===== src/rtl/tmr_grp_pkg.sv =====
package tmr_grp_pkg;
  localparam int unsigned CNT_W = 4;
  localparam int unsigned DIV_W = 8;
  typedef logic [CNT_W-1:0] cnt_t;
  typedef logic [DIV_W-1:0] div_t;
endpackage


===== src/rtl/tmr_prescaler.sv =====
module tmr_prescaler #(
  parameter int unsigned RATIO = 128
) (
  input  logic clk_i,
  input  logic rst_ni,
  output logic tick_o
);
  localparam int unsigned PW = (RATIO > 1) ? $clog2(RATIO) : 1;
  localparam logic [PW-1:0] LAST = PW'(RATIO - 1);

  logic [PW-1:0] pcnt_q;

  assign tick_o = (pcnt_q == LAST);

  always_ff @(posedge clk_i or negedge rst_ni) begin
    if (!rst_ni) pcnt_q <= '0;
    else         pcnt_q <= tick_o ? '0 : pcnt_q + 1'b1;
  end

  generate
    if (RATIO > 1) begin : g_gap_chk
      // ticks are isolated single-cycle pulses
      p_tick_gap_r2: assert property (@(posedge clk_i) disable iff (!rst_ni)
        tick_o |=> !tick_o);
    end
  endgenerate
endmodule


===== src/rtl/tmr_channel.sv =====
module tmr_channel
  import tmr_grp_pkg::*;
(
  input  logic clk_i,
  input  logic rst_ni,
  input  logic tick_i,
  input  logic en_i,
  input  logic tgt_we_i,
  input  div_t tgt_i,
  input  logic rd_i,
  input  logic wr_i,
  output cnt_t cnt_o
);
  logic en_q;
  div_t div_q, tgt_q, div_inc, div_d;
  cnt_t cnt_q, cnt_d;
  logic rise, step, hit, clr;

  always_comb begin
    rise    = en_i & ~en_q;
    step    = en_i & ~rise & tick_i;
    div_inc = div_q + 1'b1;            // 8-bit wrap: target 0 matches after 256
    hit     = step & (div_inc == tgt_q);
    clr     = rd_i | wr_i;
    if (rise || hit) div_d = '0;
    else if (step)   div_d = div_inc;
    else             div_d = div_q;
    if (rise)     cnt_d = '0;
    else if (clr) cnt_d = cnt_t'(hit);  // read/clear wins, concurrent step lands as 1
    else          cnt_d = cnt_q + cnt_t'(hit);
  end

  always_ff @(posedge clk_i or negedge rst_ni) begin
    if (!rst_ni) begin
      en_q  <= 1'b0;
      div_q <= '0;
      tgt_q <= '0;
      cnt_q <= '0;
    end else begin
      en_q  <= en_i;
      div_q <= div_d;
      cnt_q <= cnt_d;
      if (tgt_we_i) tgt_q <= tgt_i;
    end
  end

  assign cnt_o = cnt_q;

  p_rise_clear_r9: assert property (@(posedge clk_i) disable iff (!rst_ni)
    (en_i && !en_q) |=> (cnt_q == '0 && div_q == '0));
  p_hold_off_r10: assert property (@(posedge clk_i) disable iff (!rst_ni)
    (!en_i && !rd_i && !wr_i) |=> ($stable(cnt_q) && $stable(div_q)));
  p_clear_r6: assert property (@(posedge clk_i) disable iff (!rst_ni)
    (rd_i || wr_i) |=> (cnt_q <= cnt_t'(1)));
  p_single_step_r5: assert property (@(posedge clk_i) disable iff (!rst_ni)
    (en_i && en_q && !rd_i && !wr_i) |=> (cnt_t'(cnt_q - $past(cnt_q)) <= cnt_t'(1)));
  p_no_tick_r3: assert property (@(posedge clk_i) disable iff (!rst_ni)
    (en_i && en_q && !tick_i) |=> $stable(div_q));
endmodule


===== src/rtl/tmr_group.sv =====
module tmr_group
  import tmr_grp_pkg::*;
#(
  parameter int unsigned NUM_TIMERS = 3,
  parameter int unsigned PRE_RATIO [NUM_TIMERS] = '{128, 128, 16}
) (
  input  logic                        clk_i,
  input  logic                        rst_ni,
  input  logic [NUM_TIMERS-1:0]       en_i,
  input  logic [NUM_TIMERS-1:0]       tgt_we_i,
  input  logic [DIV_W-1:0]            tgt_data_i,
  input  logic [NUM_TIMERS-1:0]       rd_i,
  input  logic [NUM_TIMERS-1:0]       wr_i,
  output logic [NUM_TIMERS*CNT_W-1:0] cnt_o
);
  generate
    for (genvar g = 0; g < NUM_TIMERS; g++) begin : g_tmr
      logic tick;
      cnt_t cnt;

      tmr_prescaler #(.RATIO(PRE_RATIO[g])) u_pre (
        .clk_i (clk_i),
        .rst_ni(rst_ni),
        .tick_o(tick)
      );

      tmr_channel u_chan (
        .clk_i   (clk_i),
        .rst_ni  (rst_ni),
        .tick_i  (tick),
        .en_i    (en_i[g]),
        .tgt_we_i(tgt_we_i[g]),
        .tgt_i   (tgt_data_i),
        .rd_i    (rd_i[g]),
        .wr_i    (wr_i[g]),
        .cnt_o   (cnt)
      );

      assign cnt_o[g*CNT_W +: CNT_W] = cnt;
    end
  endgenerate
endmodule


===== config.mk =====
export PLATFORM = sky130hd
export DESIGN_NAME = tmr_group
export DESIGN_NICKNAME = d
export VERILOG_FILES = /design/src/rtl/tmr_grp_pkg.sv /design/src/rtl/tmr_prescaler.sv /design/src/rtl/tmr_channel.sv /design/src/rtl/tmr_group.sv
export SDC_FILE = /design/constraint.sdc
export NUM_CORES = 1
export LEC_CHECK = 0
export ABC_AREA = 1
export BUFFER_PORTS_ARGS = -buffer_cell sky130_fd_sc_hd__buf_2
export CORE_MARGIN = 2
export CORE_UTILIZATION = 50
export DETAILED_ROUTE_END_ITERATION = 10
export GPL_TIMING_DRIVEN = 0
export MAX_ROUTING_LAYER = met4
export PLACE_DENSITY = 0.68
export SLEW_MARGIN = 20
export SYNTH_ARGS = -nofsm -noshare
export SYNTH_HDL_FRONTEND = slang
export SYNTH_SLANG_ARGS = --single-unit

===== constraint.sdc =====
create_clock -name clk_i -period 4.6 [get_ports clk_i]
set_input_delay 0 -clock clk_i [delete_from_list [all_inputs] [get_ports clk_i]]
set_output_delay 0 -clock clk_i [all_outputs]
set_load 0.02 [all_outputs]

After elaboration in Yosys (flattened, before gate mapping)

Cells that the tools add are included.

Output and inout port bits: 12
Flip-flop bits (word level): 81
Word-level logic and storage cells: 72
Input port bits: 22

Equal/unequal tests: 6
$add $sub $neg: 9
Muxes and demuxes: 15
Bitwise gates (word level): 21
Reduce and logical (&&, ||, !) cells: 6

Operators by type and width:

| operator                                     | count |
|---|---|
| 2-to-1 mux 8 bit                             | 6 |
| 2-to-1 mux 4 bit                             | 7 |
| adder 8 x 1 -> 8 bit (second input constant) | 3 |
| == test 8 bit                                | 3 |
| adder 7 x 1 -> 7 bit (second input constant) | 2 |
| == test 7 bit (second input constant)        | 2 |
| 2-to-1 mux 7 bit                             | 2 |
| adder 4 x 1 -> 4 bit                         | 3 |
| bitwise AND 1 bit                            | 12 |
| NOT 1 bit                                    | 6 |
| nonzero test 2 bit                           | 3 |
| adder 4 x 1 -> 4 bit (second input constant) | 1 |
| == test 4 bit (second input constant)        | 1 |
| logical OR 1 bit                             | 3 |
| OR 1 bit                                     | 3 |

Logic depth before layout (Yosys ltp)

Word-level depth: 9
Gate-level depth with buffers: 15
Gate-level depth less buffers: 15

Modules after synthesis

From an unflattened synthesis, not the netlist that was laid out.

Cells, all modules: 587
Area total of the unflattened synthesis: 4690.7 um2

Modules (own cells, without submodules):

| module                             | sequential area each (um2) | area each (um2) | cells each | times used |
|---|---|---|---|---|
| tmr_channel                        | 525.5                      | 1298.7          | 166        | 3 |
| tmr_prescaler (g_tmr[0].u_pre ...) | 175.2                      | 312.8           | 36         | 2 |
| tmr_prescaler (g_tmr[2].u_pre)     | 100.1                      | 168.9           | 17         | 1 |

Worst setup path before layout

OpenSTA, ideal clock, no wires.

Kind: register to register
From: register g_tmr[0].u_chan.div_q[0]
To: register g_tmr[0].u_chan.cnt_q[3]
Stages on the path, launching flop included: 14
Data arrival time: 1963 ps
Data required time: 4499 ps
Library setup time: 101 ps
Setup slack: 2536 ps
Path buffers: 0
Path through: dfrtp_1 ha_1 or2_2 nand3_1 nand2_1 nor2_1 nand3_1 nor2_1 nand2_2 inv_1 ha_1 nand3_1 xor2_1 nor4_1

Word-level cells in the longest chain between the ends: 6

Ends and longest elaborated chain:

| element                      | line              | source |
|---|---|---|
| start, declared              | tmr_channel.sv:15 | `div_t div_q, tgt_q, div_inc, div_d;` |
| start signal, assigned       | tmr_channel.sv:41 | `div_q <= div_d;` |
| adder 8 x 1 -> 8 bit         | tmr_channel.sv:22 | `div_inc = div_q + 1'b1;` |
| == test 8 bit                | tmr_channel.sv:23 | `hit = step & (div_inc == tgt_q);` |
| bitwise AND 1 bit            | tmr_channel.sv:23 |  |
| adder 4 x 1 -> 4 bit         | tmr_channel.sv:30 | `else cnt_d = cnt_q + cnt_t'(hit);` |
| 2-to-1 mux 4 bit             | tmr_channel.sv:29 | `else if (clr) cnt_d = cnt_t'(hit);` |
| 2-to-1 mux 4 bit             | tmr_channel.sv:28 | `if (rise) cnt_d = '0;` |
| via g_tmr[0].u_chan.cnt_d[3] | tmr_channel.sv:16 | `cnt_t cnt_q, cnt_d;` |
| end signal, assigned         | tmr_channel.sv:42 | `cnt_q <= cnt_d;` |
| end, declared                | tmr_channel.sv:16 |  |

The timed path passes the listed nets, and every way through them passes these cells.
A chain may end at the register's enable or synchronous reset.

Final worst setup path

Same ends and word-level chain as after synthesis.

==> out/results.md <==
| Quantity | Reported |
|:---|:---|
| Status | finished, final reports clean |
| Syn. warnings | 0 |
| GRT Util Overall | 21.39% |
| Cell count after placement | 712 |
| Max-Slew Margin vs Limit | 64.93% |
| Power Dens Cells | 277.7 nW/um^2 |
| Share of synthesized area occupied by flip-flops and latches | 46.13% |
| Terminus of the critical flop-to-flop path | g_tmr[0].u_chan.cnt_o[3] |
| Slack of the worst reg-to-reg path | 1.75 ns |
| Transition at the pin with the smallest max-transition slack | 0.5261 ns |
| Wirelength per Cell | 11.87 um |
| Most repeated library cell on the critical path | sky130_fd_sc_hd__nand3_1 |
| Total half-perimeter wirelength after legalization and detailed placement | 6.639 mm |
| Worst min-delay path category | in2reg |
| Setup TNS after final layout | 0 ns |
| Max-cap viol count | 0 |
| Maximum buffer depth of the clock tree | 2 |
| Arrival time at the worst endpoint | 3.14 ns |
| Layout fillers | 786 |
| Clock tree root buffer cell | sky130_fd_sc_hd__clkbuf_8 |
| Max H-tree Level | 3 |
| Hold-critical path endpoint | g_tmr[1].u_chan.tgt_q[5] |
| Final std cells w/o fill | 751 |
| Final worst-path cycle share | 62.02% |
| Number of buffers added on ports | 33 |
| Busiest layer in global routing | met2 |
| Die X-Extent | 97.75 um |
| Post-DR vias/cell | 4.945 |
| WL final | 8.915 mm |
| Global-route wire length before repair | 16.18 mm |
| Crit-path cells | ha_1 > or2_2 > nand3_1 > nand2_1 > nor2_1 > nand3_1 > nor2_1 > nand2_2 > inv_1 > ha_1 > nand3_1 > xor2_1 > nor4_1 > dlygate4sd3_1 |
| Placed Instance Area | 4725 um^2 |
| Area used by sequential logic in the layout | 2027 um^2 |
| Fraction of layout cells with a size suffix above 1 | 11.66% |
| Remaining routing DRC violations | 0 |
| Critical path required time | 4.89 ns |
| Antenna violations before repair | 0 |
| Worst slack after detailed placement | 2.255 ns |
| Achievable Freq | 0.3505 GHz |
| Final worst clock skew | 0.004035 ns |
| Via count of the first global-routing pass | 3682 |
| Post-synthesis cell count | 570 |
| Die Y-Extent | 97.75 um |
| Antenna Nets Post-Route | 0 |
| Area of the multi-input gates | 2013 um^2 |
| Post-synthesis instance area | 4394 um^2 |
| Total number of vias | 3714 |
| Met3 routing resource usage after global routing | 4.152% |
| Iter 0 DRT Violations | 154 |
| Dominant cells by area after synthesis | sky130_fd_sc_hd__dfrtp_1 (46%), sky130_fd_sc_hd__nand2_1 (13%), sky130_fd_sc_hd__inv_1 (7.3%) |
| Total setup violations reported at the end of the flow | 0 |
| Cell type with the largest total area after synthesis | sky130_fd_sc_hd__dfrtp_1 |
| Core ar. | 8636 um^2 |
| R2r worst-path depth | 14 |
| PnR worst setup slack | 1.747 ns |
| Effective utilization at floorplan | 50.88% |
| Start-to-end type of the worst setup path | reg2reg |
| Layout Cell Area excl Fill | 5191 um^2 |
| Ant. Diodes | 0 |
| Startpoint type of the worst setup path | register |
| Portion of synthesized cell area occupied by the leading cell type | 46.13% |
| Layout overhead on the synthesized area | 18.14% |
| Nets in the synthesized netlist | 604 |
| Largest net degree at the start of global routing | 44 |
| Met1 track demand over resource | 28.28% |
| Final total power | 0.001441 W |
| Num CTS Buffers | 9 |
| Layout net count | 674 |
| Number of endpoints with negative hold slack in the final report | 0 |
| Worst voltage drop across the vdd grid | 0.0001654 V |
| Post-CTS repair timing setup buffer count | 0 |
| Gr ovfl total | 0 |
| Category of cells accounting for the largest share of critical-path delay | simple AND/OR/NAND/NOR gates |
| Kind of capture point of the worst setup path | register |
| Buffering stage count on the worst path with inverters included | 2 |
| Top-level I/O count | 34 |
| Final slew viol count | 0 |
| Die ar. | 9554 um^2 |
| Crit path time final | 2.853 ns |
| Startpoint of the most critical register-to-register path | g_tmr[0].u_chan.div_q[0] |
| Critical Path Slowest Stage Cell | sky130_fd_sc_hd__dlygate4sd3_1 |
| Final RePlAce weighted congestion | 0.8889 |
| Detailed-routing iteration count for the pre-antenna-repair pass | 4 |
| Met2 capacity usage during global routing | 33.32% |
| Clock latency on the worst-skew pair | 0.35 ns |
| Number of placement rows | 34 |
| P_leak | 2.676 nW |
| Slowest Stage Delay on Critical Path | 0.58 ns |
| Synthesized area per cell | 7.709 um^2 |
| Maximum net fanout on the critical path | 5 |
| Clock-pin transition on the worst setup and hold timing paths | 0.08 ns |
| Number of cells traversed by the worst hold path | 2 |
| Origin of the worst min-delay path | tgt_we_i[1] |
| Unique cell type count in the Yosys netlist | 31 |
| TritonCTS clock tree | built |
| Total number of clock tree sinks | 81 |
| #FFs+latches synth | 81 |
| RSZ-0062 raised after global routing | no |
worst max path at each step:
stage                                   startpoint  depth (start not counted)  slack (ns)                       end
final                     g_tmr[0].u_chan.div_q[0]                         14        1.75  g_tmr[0].u_chan.cnt_o[3]
after floorplan           g_tmr[0].u_chan.div_q[0]                         13        2.54  g_tmr[0].u_chan.cnt_o[3]
after global placement    g_tmr[0].u_chan.div_q[0]                         13        2.29  g_tmr[0].u_chan.cnt_o[3]
after CTS                 g_tmr[0].u_chan.div_q[0]                         14        1.73  g_tmr[0].u_chan.cnt_o[3]
after detailed placement  g_tmr[0].u_chan.div_q[0]                         13        2.26  g_tmr[0].u_chan.cnt_o[3]
after global routing      g_tmr[0].u_chan.div_q[0]                         14        1.48  g_tmr[0].u_chan.cnt_o[3]
metrics by stage:
step	utilization, %	hold WS [ns]
4_1_cts	60.11	0.0005393
2_1_floorplan	-	-0.2956
3_3_place_gp	54.36	0.1430
5_1_grt	60.11	0.00001207
3_5_place_dp	54.71	0.01756
6_report	60.11	0.01247
worst reg2reg max path, stage by stage, from the launching register on:
cell	delay, ns
sky130_fd_sc_hd__dfrtp_1	0.43
sky130_fd_sc_hd__ha_1	0.26
sky130_fd_sc_hd__or2_2	0.32
sky130_fd_sc_hd__nand3_1	0.07
sky130_fd_sc_hd__nand2_1	0.05
sky130_fd_sc_hd__nor2_1	0.10
sky130_fd_sc_hd__nand3_1	0.09
sky130_fd_sc_hd__nor2_1	0.17
sky130_fd_sc_hd__nand2_2	0.10
sky130_fd_sc_hd__inv_1	0.06
sky130_fd_sc_hd__ha_1	0.16
sky130_fd_sc_hd__nand3_1	0.09
sky130_fd_sc_hd__xor2_1	0.15
sky130_fd_sc_hd__nor4_1	0.16
sky130_fd_sc_hd__dlygate4sd3_1	0.58
synth_stat cells, drive strengths merged:
| cell | count |
|---|---|
| mux2i | 1 |
| xor2 | 11 |
| xnor2 | 5 |
| nor4 | 4 |
| a31oi | 1 |
| or2 | 1 |
| o21bai | 1 |
| xnor3 | 2 |
| dfrtp | 81 |
| ha | 12 |
| a21oi | 15 |
| o21ai | 34 |
| nor3 | 3 |
| nor2 | 85 |
| inv | 87 |
| nand2 | 154 |
| mux2 | 6 |
| nand3 | 59 |
| buf | 2 |
| clkbuf | 3 |
| nand4 | 3 |
state kept, by name, summed over array words and instances, names as in the netlist:
signal              count
g_tmr.u_chan.cnt_o     12
g_tmr.u_chan.en_q       3
g_tmr.u_pre.pcnt_q     18
g_tmr.u_chan.div_q     24
g_tmr.u_chan.tgt_q     24
logic make-up (layout without fill, tap and decap cells):
group	count (synthesis)	in the layout	share of synthesized area [%]
AO/OA/AOI/OAI	51	51	6.065
multiplexers	7	7	1.765
AND/OR/NAND/NOR	309	309	30.35
buffers and inverters	92	165	8.058
flip-flops	81	81	46.13
XOR/XNOR	18	18	4.214
adder cells (fa/ha/maj)	12	12	3.417
placed cells by master, fill, tap and decap left out, drive strengths merged:
cell type,netlist,routed
nand4,3,3
clkinv,0,1
xnor3,2,2
inv,87,87
mux2,6,6
bufinv,0,2
dlygate4sd3,0,25
xnor2,5,5
or2,1,1
nor4,4,4
nand3,59,59
a31oi,1,1
o21bai,1,1
ha,12,12
o21ai,34,34
nor2,85,85
xor2,11,11
buf,2,36
dfrtp,81,81
nor3,3,3
mux2i,1,1
clkbuf,3,14
a21oi,15,15
nand2,154,154
cell type report:
| class | instances | area share, % |
|---|---|---|
| Buffer | 5 | 0.5302 |
| Clock buffer | 11 | 2.916 |
| Clock inverter | 3 | 1.253 |
| Inverter | 87 | 6.291 |
| Multi-Input combinational cell | 397 | 38.78 |
| Sequential cell | 81 | 39.05 |
| Tap cell | 108 | 2.603 |
| Timing Repair Buffer | 59 | 8.580 |
routing by layer:
metal | share of wire [%] | wire length, um | vias up
met5 | 0 | 0 | -
met4 | 1.6 | 144 | 0
met3 | 4.6 | 411 | 13
met2 | 47 | 4216 | 66
met1 | 46 | 4143 | 1705
li1 | - | - | 1930
power breakdown:
| part | total [W] | switching (W) | internal, W |
|---|---|---|---|
| logic | 0.000121 | 0.0000678 | 0.0000533 |
| clock network | 0.000574 | 0.000245 | 0.000329 |
| registers | 0.000746 | 0.0000134 | 0.000733 |
| total | 0.00144 | 0.000327 | 0.00111 |
repair_timing:
item / 4_1_cts / 5_1_grt
hold buffers: 25 / 0
hold endpoints to repair: 75 / 0
resized for setup: 0 / 0
Note: power is estimated with default switching activity, not from simulation.
